### config.mk
export PLATFORM = sky130hd
export DESIGN_NAME = flash_poll_ctrl
export DESIGN_NICKNAME = d
export VERILOG_FILES = /design/src/rtl/flash_poll_pkg.sv /design/src/rtl/fpc_cmd_seq.sv /design/src/rtl/fpc_bus_engine.sv /design/src/rtl/fpc_status_judge.sv /design/src/rtl/flash_poll_ctrl.sv
export SDC_FILE = /design/constraint.sdc
export NUM_CORES = 1
export LEC_CHECK = 0
export BUFFER_PORTS_ARGS = -buffer_cell sky130_fd_sc_hd__buf_4
export CORE_ASPECT_RATIO = 0.5
export CORE_MARGIN = 10
export CORE_UTILIZATION = 56
export DETAILED_ROUTE_END_ITERATION = 16
export HOLD_SLACK_MARGIN = 0.06
export PLACE_DENSITY = 0.84
export SLEW_MARGIN = 20
export SYNTH_ARGS = -nofsm -noshare
export SYNTH_HDL_FRONTEND = slang
export SYNTH_SLANG_ARGS = --single-unit
export TNS_END_PERCENT = 5
### constraint.sdc
create_clock -name clk -period 2.91 [get_ports clk]
set_input_delay 0.582 -clock clk [delete_from_list [all_inputs] [get_ports clk]]
set_output_delay 0.582 -clock clk [all_outputs]
set_load 0.01 [all_outputs]
### src/rtl/flash_poll_pkg.sv
package flash_poll_pkg;

    localparam int BIT_TOGGLE  = 6;
    localparam int BIT_TIMEOUT = 5;

    localparam logic [7:0] BYTE_ERASED = 8'hFF;
    localparam logic [7:0] BYTE_RESET  = 8'hF0;

    typedef enum logic {
        OP_PROGRAM = 1'b0,
        OP_ERASE   = 1'b1
    } op_e;

    typedef enum logic [1:0] {
        RES_NONE,
        RES_PASS,
        RES_FAIL
    } result_e;

    typedef enum logic [3:0] {
        C_IDLE,
        C_CMD,
        C_POLL1,
        C_POLL2,
        C_CONF1,
        C_CONF2,
        C_VERIFY,
        C_ABORT,
        C_DONE
    } ctl_state_e;

    typedef enum logic [2:0] {
        BUS_IDLE,
        BUS_SETUP,
        BUS_WLOW,
        BUS_HOLD,
        BUS_READ
    } bus_state_e;

    typedef struct packed {
        logic [11:0] unlock_addr;
        logic        at_target;
        logic [7:0]  byte_val;
        logic        final_step;
    } cmd_word_t;

    function automatic cmd_word_t cmd_word(op_e op, logic [2:0] step, logic [7:0] wdata);
        cmd_word_t w;
        w = '0;
        if (op == OP_PROGRAM) begin
            case (step)
                3'd0:    begin w.unlock_addr = 12'h555; w.byte_val = 8'hAA; end
                3'd1:    begin w.unlock_addr = 12'h2AA; w.byte_val = 8'h55; end
                3'd2:    begin w.unlock_addr = 12'h555; w.byte_val = 8'hA0; end
                default: begin w.at_target = 1'b1; w.byte_val = wdata; w.final_step = 1'b1; end
            endcase
        end else begin
            case (step)
                3'd0:    begin w.unlock_addr = 12'h555; w.byte_val = 8'hAA; end
                3'd1:    begin w.unlock_addr = 12'h2AA; w.byte_val = 8'h55; end
                3'd2:    begin w.unlock_addr = 12'h555; w.byte_val = 8'h80; end
                3'd3:    begin w.unlock_addr = 12'h555; w.byte_val = 8'hAA; end
                3'd4:    begin w.unlock_addr = 12'h2AA; w.byte_val = 8'h55; end
                default: begin w.at_target = 1'b1; w.byte_val = 8'h30; w.final_step = 1'b1; end
            endcase
        end
        return w;
    endfunction

endpackage

### src/rtl/fpc_cmd_seq.sv
module fpc_cmd_seq
    import flash_poll_pkg::*;
#(
    parameter int ADDR_W = 17,
    parameter int DATA_W = 8
) (
    input  op_e               op,
    input  logic [2:0]        step,
    input  logic [ADDR_W-1:0] target,
    input  logic [DATA_W-1:0] wdata,
    output logic [ADDR_W-1:0] cyc_addr,
    output logic [DATA_W-1:0] cyc_data,
    output logic              cyc_last
);

    cmd_word_t word;

    always_comb begin
        word     = cmd_word(op, step, wdata[7:0]);
        cyc_addr = word.at_target ? target : ADDR_W'(word.unlock_addr);
        cyc_data = DATA_W'(word.byte_val);
        cyc_last = word.final_step;
    end

endmodule

### src/rtl/fpc_bus_engine.sv
module fpc_bus_engine
    import flash_poll_pkg::*;
#(
    parameter int ADDR_W      = 17,
    parameter int DATA_W      = 8,
    parameter int WR_LOW_CLKS = 3,
    parameter int RD_ACC_CLKS = 4
) (
    input  logic              clk,
    input  logic              rst,
    input  logic              req,
    input  logic              req_wr,
    input  logic [ADDR_W-1:0] req_addr,
    input  logic [DATA_W-1:0] req_data,
    output logic              ack,
    output logic [DATA_W-1:0] rd_data,
    output logic [ADDR_W-1:0] f_addr,
    output logic [DATA_W-1:0] f_dq_o,
    output logic              f_dq_oe,
    input  logic [DATA_W-1:0] f_dq_i,
    output logic              f_ce_n,
    output logic              f_oe_n,
    output logic              f_we_n
);

    localparam int LONGEST = (WR_LOW_CLKS > RD_ACC_CLKS) ? WR_LOW_CLKS : RD_ACC_CLKS;
    localparam int CNT_W   = $clog2(LONGEST + 1);
    localparam logic [CNT_W-1:0] WR_LAST = CNT_W'(WR_LOW_CLKS - 1);
    localparam logic [CNT_W-1:0] RD_LAST = CNT_W'(RD_ACC_CLKS - 1);

    bus_state_e        state;
    logic [CNT_W-1:0]  cnt;
    logic [ADDR_W-1:0] addr_q;
    logic [DATA_W-1:0] data_q;
    logic              wr_q;

    always_ff @(posedge clk) begin
        if (rst) begin
            state  <= BUS_IDLE;
            cnt    <= '0;
            addr_q <= '0;
            data_q <= '0;
            wr_q   <= 1'b0;
        end else begin
            case (state)
                BUS_IDLE: begin
                    cnt <= '0;
                    if (req) begin
                        addr_q <= req_addr;
                        data_q <= req_data;
                        wr_q   <= req_wr;
                        state  <= req_wr ? BUS_SETUP : BUS_READ;
                    end
                end
                BUS_SETUP: begin
                    cnt   <= '0;
                    state <= BUS_WLOW;
                end
                BUS_WLOW: begin
                    if (cnt == WR_LAST) begin
                        cnt   <= '0;
                        state <= BUS_HOLD;
                    end else begin
                        cnt <= cnt + 1'b1;
                    end
                end
                BUS_HOLD: begin
                    state <= BUS_IDLE;
                end
                BUS_READ: begin
                    if (cnt == RD_LAST) begin
                        cnt   <= '0;
                        state <= BUS_IDLE;
                    end else begin
                        cnt <= cnt + 1'b1;
                    end
                end
                default: state <= BUS_IDLE;
            endcase
        end
    end

    always_comb begin
        f_ce_n  = (state == BUS_IDLE);
        f_we_n  = (state != BUS_WLOW);
        f_oe_n  = (state != BUS_READ);
        f_dq_oe = wr_q && ((state == BUS_SETUP) || (state == BUS_WLOW) || (state == BUS_HOLD));
        f_addr  = addr_q;
        f_dq_o  = data_q;
        ack     = (state == BUS_HOLD) || ((state == BUS_READ) && (cnt == RD_LAST));
        rd_data = f_dq_i;
    end

endmodule

### src/rtl/fpc_status_judge.sv
module fpc_status_judge
    import flash_poll_pkg::*;
#(
    parameter int DATA_W = 8
) (
    input  logic              first_tog,
    input  logic [DATA_W-1:0] second,
    output logic              settled,
    output logic              timed_out,
    output logic              erased_ok
);

    always_comb begin
        settled   = (first_tog == second[BIT_TOGGLE]);
        timed_out = second[BIT_TIMEOUT];
        erased_ok = (second == DATA_W'(BYTE_ERASED));
    end

endmodule

### src/rtl/flash_poll_ctrl.sv
module flash_poll_ctrl
    import flash_poll_pkg::*;
#(
    parameter int ADDR_W      = 17,
    parameter int DATA_W      = 8,
    parameter int WR_LOW_CLKS = 3,
    parameter int RD_ACC_CLKS = 4,
    parameter int POLL_LIMIT  = 4096
) (
    input  logic              clk,
    input  logic              rst,
    input  logic              start,
    input  logic              op_erase,
    input  logic [ADDR_W-1:0] tgt_addr,
    input  logic [DATA_W-1:0] wr_data,
    output logic              done,
    output logic              pass,
    output logic              fail,
    output logic [ADDR_W-1:0] f_addr,
    output logic [DATA_W-1:0] f_dq_o,
    output logic              f_dq_oe,
    input  logic [DATA_W-1:0] f_dq_i,
    output logic              f_ce_n,
    output logic              f_oe_n,
    output logic              f_we_n
);

    localparam int PCNT_W = $clog2(POLL_LIMIT + 1);
    localparam logic [PCNT_W-1:0] POLL_LAST = PCNT_W'(POLL_LIMIT - 1);

    ctl_state_e        state;
    op_e               op_q;
    logic [ADDR_W-1:0] tgt_q;
    logic [DATA_W-1:0] data_q;
    logic [2:0]        step;
    logic [PCNT_W-1:0] polls;
    logic              first_tog_q;
    result_e           result;

    logic              bus_req;
    logic              bus_wr;
    logic [ADDR_W-1:0] bus_addr;
    logic [DATA_W-1:0] bus_data;
    logic              bus_ack;
    logic [DATA_W-1:0] bus_rd;

    logic [ADDR_W-1:0] cmd_addr;
    logic [DATA_W-1:0] cmd_data;
    logic              cmd_last;

    logic              settled;
    logic              timed_out;
    logic              erased_ok;
    ctl_state_e        after_settle;

    fpc_cmd_seq #(
        .ADDR_W (ADDR_W),
        .DATA_W (DATA_W)
    ) u_cmd (
        .op       (op_q),
        .step     (step),
        .target   (tgt_q),
        .wdata    (data_q),
        .cyc_addr (cmd_addr),
        .cyc_data (cmd_data),
        .cyc_last (cmd_last)
    );

    fpc_bus_engine #(
        .ADDR_W      (ADDR_W),
        .DATA_W      (DATA_W),
        .WR_LOW_CLKS (WR_LOW_CLKS),
        .RD_ACC_CLKS (RD_ACC_CLKS)
    ) u_bus (
        .clk      (clk),
        .rst      (rst),
        .req      (bus_req),
        .req_wr   (bus_wr),
        .req_addr (bus_addr),
        .req_data (bus_data),
        .ack      (bus_ack),
        .rd_data  (bus_rd),
        .f_addr   (f_addr),
        .f_dq_o   (f_dq_o),
        .f_dq_oe  (f_dq_oe),
        .f_dq_i   (f_dq_i),
        .f_ce_n   (f_ce_n),
        .f_oe_n   (f_oe_n),
        .f_we_n   (f_we_n)
    );

    fpc_status_judge #(
        .DATA_W (DATA_W)
    ) u_judge (
        .first_tog (first_tog_q),
        .second    (bus_rd),
        .settled   (settled),
        .timed_out (timed_out),
        .erased_ok (erased_ok)
    );

    always_comb begin
        bus_req = (state != C_IDLE) && (state != C_DONE);
        bus_wr  = (state == C_CMD) || (state == C_ABORT);
        case (state)
            C_CMD:   begin bus_addr = cmd_addr; bus_data = cmd_data; end
            C_ABORT: begin bus_addr = '0;       bus_data = DATA_W'(BYTE_RESET); end
            default: begin bus_addr = tgt_q;    bus_data = '0; end
        endcase
        after_settle = (op_q == OP_ERASE) ? C_VERIFY : C_DONE;
    end

    always_ff @(posedge clk) begin
        if (rst) begin
            state       <= C_IDLE;
            op_q        <= OP_PROGRAM;
            tgt_q       <= '0;
            data_q      <= '0;
            step        <= '0;
            polls       <= '0;
            first_tog_q <= 1'b0;
            result      <= RES_NONE;
        end else begin
            case (state)
                C_IDLE: begin
                    if (start) begin
                        op_q   <= op_e'(op_erase);
                        tgt_q  <= tgt_addr;
                        data_q <= wr_data;
                        step   <= '0;
                        polls  <= '0;
                        result <= RES_NONE;
                        state  <= C_CMD;
                    end
                end
                C_CMD: begin
                    if (bus_ack) begin
                        if (cmd_last) state <= C_POLL1;
                        else          step  <= step + 1'b1;
                    end
                end
                C_POLL1: begin
                    if (bus_ack) begin
                        first_tog_q <= bus_rd[BIT_TOGGLE];
                        state       <= C_POLL2;
                    end
                end
                C_POLL2: begin
                    if (bus_ack) begin
                        if (settled) begin
                            state <= after_settle;
                            if (op_q == OP_PROGRAM) result <= RES_PASS;
                        end else if (timed_out) begin
                            state <= C_CONF1;
                        end else if (polls == POLL_LAST) begin
                            state <= C_ABORT;
                        end else begin
                            polls <= polls + 1'b1;
                            state <= C_POLL1;
                        end
                    end
                end
                C_CONF1: begin
                    if (bus_ack) begin
                        first_tog_q <= bus_rd[BIT_TOGGLE];
                        state       <= C_CONF2;
                    end
                end
                C_CONF2: begin
                    if (bus_ack) begin
                        if (settled) begin
                            state <= after_settle;
                            if (op_q == OP_PROGRAM) result <= RES_PASS;
                        end else begin
                            state <= C_ABORT;
                        end
                    end
                end
                C_VERIFY: begin
                    if (bus_ack) begin
                        if (erased_ok) begin
                            result <= RES_PASS;
                            state  <= C_DONE;
                        end else begin
                            state <= C_ABORT;
                        end
                    end
                end
                C_ABORT: begin
                    if (bus_ack) begin
                        result <= RES_FAIL;
                        state  <= C_DONE;
                    end
                end
                C_DONE:  state <= C_IDLE;
                default: state <= C_IDLE;
            endcase
        end
    end

    always_comb begin
        done = (state == C_DONE);
        pass = (result == RES_PASS);
        fail = (result == RES_FAIL);
    end

endmodule

=== Yosys cells after proc, flatten, opt, wreduce, memory -nomap -nowiden ===
Index checks and enable logic that the tools add are counted.
W data, S select, Z words.

* Output and inout bits: 32
* Bits in registers: 81
* Logic and storage cells: 146
* Input bits: 37

* Reductions and logical operators: 32
* $add $sub $neg: 3
* Equal/unequal tests: 46
* Multiplexer cells: 52

{| class="wikitable"
|+ Operators with widths
! operator !! number
|-
| $mux W13 || 5
|-
| $mux W4 || 13
|-
| $pmux W8 S3 || 2
|-
| $pmux W11 S2 || 2
|-
| $pmux W17 S2 || 1
|-
| $mux W3 || 11
|-
| $pmux W4 S8 || 1
|-
| $ne A2 B2 Y1 const B || 14
|-
| $pmux W13 S2 || 1
|-
| $mux W22 || 1
|-
| $eq A3 B2 Y1 const B || 6
|-
| $mux W17 || 1
|-
| $eq A4 B3 Y1 const B || 4
|-
| $pmux W8 S2 || 1
|-
| $mux W2 || 7
|-
| $add A13 B1 Y13 const B || 1
|-
| $eq A13 B12 Y1 const B || 1
|-
| $ne A2 B1 Y1 const B || 6
|-
| $pmux W3 S4 || 1
|-
| $reduce_or A2 Y1 || 6
|-
| $pmux W3 S3 || 1
|-
| $reduce_and A9 Y1 || 1
|-
| $eq A4 B2 Y1 const B || 2
|-
| $eq A8 B8 Y1 const B || 1
|-
| 28 further kinds || 43
|}

=== Logic depth before layout (Yosys ltp) ===
Gate-level depths: netlist (run 1).

* Depth in word-level cells: 7
* Depth in mapped cells: 9
* Gate-level depth less buffers: 7

=== Modules after synthesis ===
A second synthesis (run 1) with hierarchy kept.

* Cell total of the unflattened synthesis: 542
* Area total of the unflattened synthesis: 4296.6 sq um

{| class="wikitable"
|+ By module, submodules not included
! module !! cells an instance !! times used !! area each (sq um)
|-
| flash_poll_ctrl || 313 || 1 || 2504.9
|-
| fpc_bus_engine || 168 || 1 || 1362.6
|-
| fpc_cmd_seq || 56 || 1 || 396.6
|-
| fpc_status_judge || 5 || 1 || 32.5
|}

=== Least setup slack after synthesis (run 1) ===
Ideal clock, no wire load.

* Kind: reg-to-reg
* Start point: register step[2]
* End point: register u_bus.addr_q[16], in the netlist u_bus.f_addr[16]
* Period minus slack after synthesis: 2.011 ns
* Slack: 0.899 ns
* Arrival time: 1.941 ns
* Stages on the path, launching flop included: 10
* Cells stage by stage: dfxtp_1 > clkbuf_1 > inv_1 > ha_1 > o21ai_0 > o21ai_0 > o21ai_0 > buf_2 > nand3_1 > a21oi_1

* Cells in the longest elaborated chain, start to end: 6
* Elaborated cells between the ends (all ways): 12

{| class="wikitable"
|+ Ends and longest elaborated chain
! item !! RTL line !! source
|-
| start: declaration || flash_poll_ctrl.sv:35 || <nowiki>logic [2:0] step;</nowiki>
|-
| start signal: assignment || flash_poll_ctrl.sv:139 || <nowiki>else step <= step + 1'b1;</nowiki>
|-
| $eq A3 B1 Y1 (tied with other cells) || flash_poll_pkg.sv:51, flash_poll_pkg.sv:58 ||
|-
| $reduce_or A5 Y1 (no line) / $reduce_or A3 Y1 (equally long branches) || -- ||
|-
| $mux W1, on equally long branches || flash_poll_pkg.sv:58, flash_poll_pkg.sv:51 ||
|-
| $mux W22 (*) || flash_poll_pkg.sv:50 || <nowiki>if (op == OP_PROGRAM) begin</nowiki>
|-
| $mux W17 (*) || fpc_cmd_seq.sv:20 || <nowiki>cyc_addr = word.at_target ? target : ADDR_W'(word.unlock_addr);</nowiki>
|-
| $pmux W17 S2 (*) || flash_poll_ctrl.sv:105 || <nowiki>case (state)</nowiki>
|-
| end signal: assignment || fpc_bus_engine.sv:49 || <nowiki>addr_q <= req_addr;</nowiki>
|-
| end: declaration || fpc_bus_engine.sv:33 || <nowiki>logic [ADDR_W-1:0] addr_q;</nowiki>
|}

Mark *: on every way between the ends. The rest lies on a longest branch, timed or not.
A chain may end at the register's enable or synchronous reset.

=== Worst setup path after layout (run 1) ===
* Start point: register step[1]
* End point: register state[0]

* Cells in the longest elaborated chain, start to end: 6
* Elaborated cells between the ends (all ways): 12

{| class="wikitable"
|+ Ends and longest elaborated chain
! item !! RTL line !! source
|-
| $eq A3 B1 Y1 (tied with other cells) || flash_poll_pkg.sv:51, flash_poll_pkg.sv:58 ||
|-
| $reduce_or A5 Y1 (no line) / $reduce_or A3 Y1 (equally long branches) || -- ||
|-
| $mux W1, on equally long branches || flash_poll_pkg.sv:58, flash_poll_pkg.sv:51 ||
|-
| $mux W22 (*) || flash_poll_pkg.sv:50 ||
|-
| $ne A2 B1 Y1 (no line) (*) || -- ||
|-
| $reduce_and A9 Y1 (no line) (*) || -- ||
|-
| end signal: assignment || flash_poll_ctrl.sv:151 || <nowiki>state <= after_settle;</nowiki>
|-
| end signal: assignment || flash_poll_ctrl.sv:172 || <nowiki>state <= after_settle;</nowiki>
|-
| end: declaration || flash_poll_ctrl.sv:31 || <nowiki>ctl_state_e state;</nowiki>
|}

Marked as above.

==> reports/qor.yml, run 1 <==
clkSinkCount: 81
clk_latency_ns: 0.34
cts-root-buf: "clkbuf_16"
pwr-share-clk_pct: 29.7
period_minus_slack_ns: 2.52
p_sw_w: 0.00125
cts.repair.resized: 0
grt_pass1_wl_um: 17200
finalSetupTns_ns: 0
hp-class: "reg -> reg"
status: "complete, no violations"
p_leak_nw: 1.90
nets: 602
synth_compound_area_share_pct: 25.2
start_kind: "flip-flop"
worstMarginPinSlew_ns: 0.797
dr.pass1.iters: 5
start_util_pct: 59.1
grt_pass1_vias: 3733
seq_area_frac_synth_pct: 40.1
syn_nets: 545
place_hpwl_um: 7470
p_int_w: 0.00231
cts.hold.buffers_added: 0
grt_usage_pct: 18.4
crit_type: "reg -> reg"
hold_start: "tgt_q[12]"
ant_nets: 0
core_area_um2: 6830
maxSlewViolCount: 0
syn-instance-count: 498
yosys_register_bits: 81
combPwrFrac_pct: 30.0
route.detailed.wl_per_inst_um: 16.1
postLayoutCoreUtil_pct: 71.0
synth-edff-count: 0
grt_overflow_total: 0
skew_ns: 0.00757
arrival_ns: 2.80
wirelength_um: 10500
cts_tree: "built"
crit_buf_inv: 1
post_synth.cell_area_avg_um2: 8.11
setup_viol: 0
path_cells: "inv_1 -> ha_1 -> nor3_1 -> o21ai_0 -> o21ai_0 -> a2111oi_0 -> o2bb2ai_1"
diodes: 0
syn_area_um2: 4040
slew_headroom_pct: 45.5
fmax_ghz: 0.397
viasPerCell: 5.88
powerDensity_nw_per_um2: 732
rsz0062_at_grt: "no"
antenna_found_initial: 0
dieArea_um2: 11200
route.detailed.drc: 0
synthMuxAreaShare_pct: 0.248
boundaryPins: 69
io_buffers: 68
crit_path_max_incr_delay_ns: 0.75
synth-simple-area-share_pct: 24.7
cp-startpoint: "step[1]"
cp_common_cell: "o21ai_0"
drive_gt1_share_pct: 18.8
cp-end-kind: "flip-flop"
synth_top_family_by_area: "compound AO/OA/AOI/OAI gates"
async_flop_share_pct: 0
row_count: 21
hold_viol_final: 0
yosysUniqueCellTypes: 64
post-cts-setup-buffer-count: 0
die_y_um: 80.1
worst-path-max-fanout: 10
clk_pin_slew_worst_paths_ns: 0.07
peakVddDrop_mv: 0.419
final_cell_mix: "nand2_1 (90), dfxtp_1 (81), buf_4 (76), a21oi_1 (61), nor2_1 (33)"
crit_slowest_cell: "a2111oi_0"
cts_max_level: 3
ys.flop_type: "dfxtp_1"
synth-xor-area-share_pct: 1.08
via_count: 3834
drt_iter0_drc: 360
switching_share_pct: 35.1
yosys_warnings: 0
yosys.area_share.adder_pct: 3.59
place_congestion: 0.920
layout_commonest_cell: "nand2_1"
pwr-share-seq_pct: 40.3
cts_made_buffers: 9
grt_max_degree: 35
area_delta_synth_final_pct: 20.2
required_ns: 3.19
cts_buffer_depth: 2
die_width_um: 140
finalCritPeriodShare_pct: 86.6
critical_path.top_delay_family: "compound AO/OA/AOI/OAI gates"
drv_cap: 0
r2r-start: "step[1]"
## flip-flops by register name, indices dropped and copies added, names as in the netlist, 4 cells and up
register,count
data_q,8
polls,13
state,4
tgt_q,17
u_bus.f_addr,17
u_bus.f_dq_o,8
## synth_stat cells, types with 3 or more instances
cell | n | area, um^2
or4_1 | 6 | 45.0
and2_1 | 4 | 25.0
a311oi_1 | 3 | 26.3
ha_1 | 10 | 125
and3_1 | 3 | 18.8
a21o_1 | 5 | 37.5
xnor2_1 | 3 | 26.3
buf_2 | 11 | 55.1
a211oi_1 | 6 | 45.0
or3_1 | 7 | 43.8
o221a_2 | 6 | 67.6
inv_1 | 15 | 56.3
o21a_1 | 3 | 22.5
o2bb2ai_1 | 3 | 26.3
nand4_1 | 4 | 25.0
o31ai_1 | 6 | 45.0
dfxtp_1 | 81 | 1620
nor2_1 | 33 | 124
nand3_1 | 17 | 85.1
nand2b_1 | 5 | 31.3
nor2b_1 | 6 | 37.5
o21ai_0 | 26 | 130
clkbuf_1 | 14 | 52.6
nor3_1 | 15 | 75.1
nand2_1 | 90 | 338
a21oi_1 | 61 | 305
o211ai_1 | 7 | 52.6
## area by class of cell
| type | count | area (um^2) |
|---|---|---|
| multi-input combinational | 372 | 2220 |
| tap | 92 | 115 |
| fill | 532 | 1980 |
| inverter | 15 | 56.3 |
| sequential | 81 | 1620 |
| timing repair buffer | 76 | 571 |
| clock buffer | 11 | 233 |
| clock inverter | 5 | 41.3 |
## stage by stage
stage	total power, W	setup WS, ns	cells	area (um^2)	hold WS [ns]
5_1_grt	0.00374	0.160	652	4850	0.474
3_3_place_gp	0.00248	0.690	636	4580	0.439
4_1_cts	0.00356	0.458	652	4850	0.455
2_1_floorplan	0.00212	0.899	498	4040	0.432
3_5_place_dp	0.00250	0.532	636	4580	0.447
6_report	0.00355	0.389	652	4850	0.457
## worst register-to-register path, cell delays in order (launching register included)
cell and delay, ns:
dfxtp_1 0.37, inv_1 0.14, ha_1 0.37, nor3_1 0.13, o21ai_0 0.36, o21ai_0 0.17
a2111oi_0 0.75, o2bb2ai_1 0.17
## metal layers
layer  vias up  part of all wire [%]  track usage [%]
met1      1778                    44             20.2
met2       120                    47             31.9
met5         -                     0                0
met3        28                   7.1             7.28
li1       1908                     -                -
met4         0                   2.3             6.97
## cell families after synthesis
| kind of cell | Yosys count |
|---|---|
| xor+xnor | 5 |
| compound gates | 151 |
| mux | 1 |
| flops | 81 |
| simple gates | 203 |
| fa+ha+maj | 12 |
| buf+inv | 45 |
## power by group through the flow
stage / sequential (W) / combinational, W / clock, W
after floorplan: 0.00141 / 0.000709 / 0
after global placement: 0.00144 / 0.00104 / 0
after detailed placement: 0.00145 / 0.00106 / 0
after CTS: 0.00143 / 0.00107 / 0.00107
after global routing: 0.00146 / 0.00118 / 0.00111
final: 0.00143 / 0.00106 / 0.00105
## path summary, 6_finish.rpt
| check | slack [ns] | depth (start not counted) | end |
|---|---|---|---|
| setup / recovery | 0.39 | 7 | state[0] |
| hold / removal | 0.46 | 2 | tgt_q[12] |
| setup reg to reg | 0.39 | 7 | state[0] |
| hold reg to reg | 0.46 | 2 | tgt_q[12] |
No activity file was read; power rests on OpenSTA's default activity.
==> run 2, diff against run 1 <==
--- a/config.mk
+++ b/config.mk
@@ -5,6 +5,7 @@
 export SDC_FILE = /design/constraint.sdc
 export NUM_CORES = 1
 export LEC_CHECK = 0
+export ABC_AREA = 0
 export BUFFER_PORTS_ARGS = -buffer_cell sky130_fd_sc_hd__buf_4
 export CORE_ASPECT_RATIO = 0.5
 export CORE_MARGIN = 10
@@ -12,6 +13,7 @@
 export DETAILED_ROUTE_END_ITERATION = 16
 export HOLD_SLACK_MARGIN = 0.06
 export PLACE_DENSITY = 0.84
+export SETUP_SLACK_MARGIN = 0.4
 export SLEW_MARGIN = 20
 export SYNTH_ARGS = -nofsm -noshare
 export SYNTH_HDL_FRONTEND = slang
==> run 2 against run 1 <==
Flip-flop and latch count unchanged. Non-clock buffer count unchanged. Largest power group unchanged. Clock skew about the same. Register-to-register slack improved by 0.14 ns. Cell count unchanged. Worst setup slack improved by 0.14 ns. Largest cell class unchanged.
==> reports/qor.yml, run 2 (same netlist as run 1, synthesis figures left out) <==
skew_ns: 0.00792  # +0.000357 ns
worstMarginPinSlew_ns: 0.645  # -0.152 ns
boundaryPins: 69  # unchanged
layout_commonest_cell: "nand2_1"
clkSinkCount: 81  # unchanged
die_y_um: 80.1  # unchanged
io_buffers: 68  # unchanged
hold_depth: 2  # unchanged
r2r_slack_ns: 0.52  # +0.14 ns
hp-class: "reg -> reg"
finalSetupTns_ns: 0  # unchanged
slew_headroom_pct: 56.9  # +11 points
finalCritPeriodShare_pct: 82.0  # -4.7 points
diodes: 0  # unchanged
via_count: 3846  # +0.31%
cts_max_level: 3  # unchanged
dr.pass1.iters: 5  # unchanged
p_leak_nw: 1.90  # about the same
status: "complete, no violations"
postLayoutCoreUtil_pct: 71.1  # +0.091 points
whs_ns: 0.457  # +0.000113 ns
powerDensity_nw_per_um2: 731  # about the same
hold_start: "tgt_q[12]"
dr_wl_met3_um: 673  # -9.5%
p_total_w: 0.00355  # about the same
rsz0062_at_grt: "yes"
start_kind: "flip-flop"
peakVddDrop_mv: 0.419  # about the same
wirelength_um: 10500  # -0.22%
r2r-end: "u_bus.f_addr[11]"
cts-root-buf: "clkbuf_16"
clk_latency_ns: 0.34  # about the same
grt_pass1_vias: 3733  # unchanged
worst-path-max-fanout: 12  # +2
final_cell_mix: "nand2_1 (90), dfxtp_1 (81), buf_4 (76), a21oi_1 (61), nor2_1 (33)"
grt_pass1_wl_um: 17200  # unchanged
viasPerCell: 5.90  # +0.31%
core_area_um2: 6830  # unchanged
cts_buffer_depth: 2  # unchanged
place_hpwl_um: 7470  # unchanged
grt_max_degree: 35  # unchanged
min_to: "tgt_q[12]"
arrival_ns: 2.65  # -0.15 ns
cts_tree: "built"
wl_met1_um: 4630  # +0.52%
place_congestion: 0.920  # unchanged
grt_usage_pct: 18.4  # unchanged
area_delta_synth_final_pct: 20.3
top_layer_used: "met4"
wl_met2_um: 4910  # +0.68%
cts.hold.buffers_added: 0  # unchanged
cp-end-kind: "flip-flop"
drv_cap: 0  # unchanged
post-cts-setup-buffer-count: 0  # unchanged
dieArea_um2: 11200  # unchanged
multiInputGateArea_um2: 2220  # +0.28%
maxSlewViolCount: 0  # unchanged
fmax_ghz: 0.419  # +5.7%
required_ns: 3.17  # -0.02 ns
antenna_found_initial: 0  # unchanged
cts.repair.resized: 0  # unchanged
seq_area_um2: 1620  # unchanged
nFillCells: 530  # -0.38%
period_minus_slack_ns: 2.39  # -0.135 ns
start_util_pct: 59.1  # unchanged
row_count: 21  # unchanged
r2r.worst_path.cells: 8  # +1
drive_gt1_share_pct: 18.9  # +0.18 points
die_width_um: 140  # unchanged
crit_type: "reg -> reg"
clk_pin_slew_worst_paths_ns: 0.06  # about the same
r2r-start: "step[0]"
nets: 602  # unchanged
route.detailed.drc: 0  # unchanged
drt_iter0_drc: 322  # -11%
route.detailed.wl_per_inst_um: 16.0  # -0.22%
cts_made_buffers: 9  # unchanged
setup_viol: 0  # unchanged
grt_overflow_total: 0  # unchanged
ant_nets: 0  # unchanged
hold_viol_final: 0  # unchanged
==> run 2: changes by cell type in the layout (fill, tap and decap cells not counted) <==
cell,previous run,this run
a2111oi_2,0,1
a2111oi_0,2,1
==> run 2: final cells by class <==
class                      instances  share of cell area, %
clock buffer                      11                   4.79
clock inverter                     5                  0.850
inverter                          15                   1.16
multi-input combinational        372                   45.7
sequential                        81                   33.4
tap                               92                   2.37
timing repair buffer              76                   11.7
==> run 2: critical path, cell delays in order (launching register included) <==
cell	delay [ns]
dfxtp_1	0.45
inv_1	0.13
ha_1	0.33
nor3_1	0.31
o21ai_0	0.23
o21ai_0	0.32
buf_4	0.26
nand3_1	0.09
a21oi_1	0.18
==> run 2: how the worst max path moves through the flow <==
| stage | startpoint | to | slack (ns) |
|---|---|---|---|
| 6_report | step[0] | u_bus.f_addr[11] | 0.52 |
| 5_1_grt | step[2] | u_bus.f_addr[11] | 0.38 |
| 4_1_cts | step[0] | state[2] | 0.46 |
| 3_5_place_dp | step[0] | state[2] | 0.53 |
| 3_3_place_gp | f_dq_i[6] | polls[11] | 0.69 |
| 2_1_floorplan | step[2] | u_bus.f_addr[16] | 0.90 |
==> run 2: metrics by stage <==
stage          instance area [um^2]  instances  setup WS, ns
4_1_cts                        4850        652         0.458
5_1_grt                        4860        652         0.376
3_3_place_gp                   4580        636         0.690
2_1_floorplan                  4040        498         0.899
6_report                       4860        652         0.524
3_5_place_dp                   4580        636         0.532
==> run 2: per-layer routing <==
metal	vias to the layer above	GRT usage [%]
li1	1908	-
met1	1796	20.2
met2	116	31.9
met3	26	7.28
met4	0	6.97
met5	-	0
==> run 2: power by group <==
group | leakage (nW) | total [W] | internal (W) | switching, W
Clock | 0.126 | 0.00105 | 0.000584 | 0.000469
Combinational | 1.11 | 0.00107 | 0.000449 | 0.000618
Sequential | 0.660 | 0.00143 | 0.00127 | 0.000160
==> run 3, diff against run 2 <==
==> constraint.sdc (replaced) <==
create_clock -name clk -period 2.3 [get_ports clk]
set_input_delay 0.46 -clock clk [delete_from_list [all_inputs] [get_ports clk]]
set_output_delay 0.46 -clock clk [all_outputs]
set_load 0.01 [all_outputs]
==> run 3 against run 2 <==
Sequential share of layout area fell by 2.1 points. Sequential power rose by 26%. First-iteration DRC count fell by 4.0%. Register-to-register slack got worse by 0.26 ns. Largest cell class unchanged. Highest routed layer unchanged.
==> reports/qor.yml, run 3 (same netlist as run 1, synthesis figures left out) <==
place_hpwl_um: 7610  # +1.9%
start_kind: "flip-flop"
route.detailed.wl_per_inst_um: 17.0  # +6.1%
arrival_ns: 2.32  # -0.33 ns
boundaryPins: 69  # unchanged
hold_viol_final: 0  # unchanged
wl_met2_um: 5800  # +18%
fmax_ghz: 0.490  # +17%
viasPerCell: 5.86  # -0.59%
status: "complete, no violations"
multiInputGateArea_um2: 2360  # +6.4%
top_layer_used: "met4"
drive_gt1_share_pct: 27.5  # +8.6 points
maxSlewViolCount: 0  # unchanged
peakVddDrop_mv: 0.610  # +46%
row_count: 21  # unchanged
die_width_um: 140  # unchanged
clk_pin_slew_worst_paths_ns: 0.06  # about the same
hp-class: "in -> reg"
clkSinkCount: 81  # unchanged
antenna_found_initial: 0  # unchanged
powerDensity_nw_per_um2: 909  # +24%
grt_pass1_wl_um: 18200  # +5.8%
cts_made_buffers: 9  # unchanged
dr_wl_met3_um: 694  # +3.1%
io_buffers: 68  # unchanged
finalCritPeriodShare_pct: 88.7  # +6.7 points
area_delta_synth_final_pct: 29.3
period_minus_slack_ns: 2.04  # -0.346 ns
slew_headroom_pct: 62.5  # +5.6 points
final_cell_mix: "buf_4 (97), nand2_1 (90), dfxtp_1 (74), a21oi_1 (56), nor2_1 (33)"
cts_buffer_depth: 2  # unchanged
p_total_w: 0.00475  # +34%
dieArea_um2: 11200  # unchanged
layout_commonest_cell: "buf_4"
finalSetupTns_ns: 0  # unchanged
place_congestion: 0.908  # -1.3%
worstMarginPinSlew_ns: 0.556  # -0.0889 ns
worst-path-max-fanout: 4  # -8
grt_overflow_total: 0  # unchanged
cts-root-buf: "clkbuf_16"
start_util_pct: 59.1  # unchanged
die_y_um: 80.1  # unchanged
seq_area_um2: 1640  # +0.85%
route.detailed.drc: 0  # unchanged
setup_viol: 0  # unchanged
wirelength_um: 11500  # +10%
grt_usage_pct: 19.5  # +1.1 points
rsz0062_at_grt: "yes"
core_area_um2: 6830  # unchanged
drv_cap: 0  # unchanged
p_leak_nw: 2.05  # +8.0%
cp-end-kind: "flip-flop"
drt_iter0_drc: 309  # -4.0%
nets: 627  # +4.2%
dr.pass1.iters: 4  # -1
nFillCells: 499  # -5.8%
cts_tree: "built"
via_count: 3970  # +3.2%
diodes: 0  # unchanged
grt_pass1_vias: 3849  # +3.1%
cts_max_level: 3  # unchanged
required_ns: 2.58  # -0.59 ns
grt_max_degree: 42  # +20%
clk_latency_ns: 0.35  # about the same
ant_nets: 0  # unchanged
skew_ns: 0.00639  # -0.00154 ns
wl_met1_um: 4800  # +3.6%
crit_type: "reg -> reg"
run 3: final timing paths:
kind | startpoint | slack (ns) | depth (start not counted) | to
setup reg to reg | u_bus.cnt[1] | 0.26 | 7 | polls[7]
hold reg to reg | data_q[1] | 0.45 | 2 | data_q[1]
hold / removal | tgt_addr[13] | 0.36 | 3 | tgt_q[13]
setup / recovery | u_bus.cnt[1] | 0.26 | 7 | polls[7]
run 3: power by group:
group | total, W | leakage (nW) | switching (W) | internal, W
clock network | 0.00134 | 0.129 | 0.000606 | 0.000733
registers | 0.00180 | 0.664 | 0.000191 | 0.00161
logic | 0.00160 | 1.26 | 0.000886 | 0.000716
run 3: timing repair:
item | in CTS | in global routing
setup buffers | 6 | 6
resized for setup | 13 | 35
hold buffers | 0 | 0
setup endpoints to repair | 42 | 47
pin swaps | 5 | 14
cloned | 0 | 1
run 3: layout make-up:
type                    count  area share (%)
clock inverters             6           0.815
repair buffers            101            14.9
inverters                  15            1.15
flip-flops and latches     81            31.3
multi-input cells         372            45.3
well taps                  92            2.20
clock buffers              10            4.38
run 3: critical path, stage by stage, from the launching register on:
cell and delay [ns]:
dfxtp_4 0.37, ha_4 0.14, ha_4 0.13, nand4bb_4 0.14, a211oi_4 0.41, o22ai_4 0.14
or4_4 0.50, a21oi_2 0.14
run 3: routing by layer:
layer  vias to the layer above  GRT usage, %
met1                      1884          21.7
met5                         -             0
met3                        22          5.52
met4                         0          7.79
met2                       112          35.0
li1                       1952             -
run 3: through the flow:
step | setup WS, ns | cell area [um^2] | util (%) | instances | hold slack (ns)
6_report | 0.260 | 5220 | 76.4 | 677 | 0.356
5_1_grt | 0.188 | 5220 | 76.4 | 677 | 0.356
4_1_cts | 0.225 | 5060 | 74.0 | 670 | 0.352
3_5_place_dp | 0.0603 | 4700 | 68.8 | 648 | 0.445
3_3_place_gp | 0.125 | 4700 | 68.8 | 648 | 0.440
2_1_floorplan | 0.325 | 4060 | - | 498 | 0.432
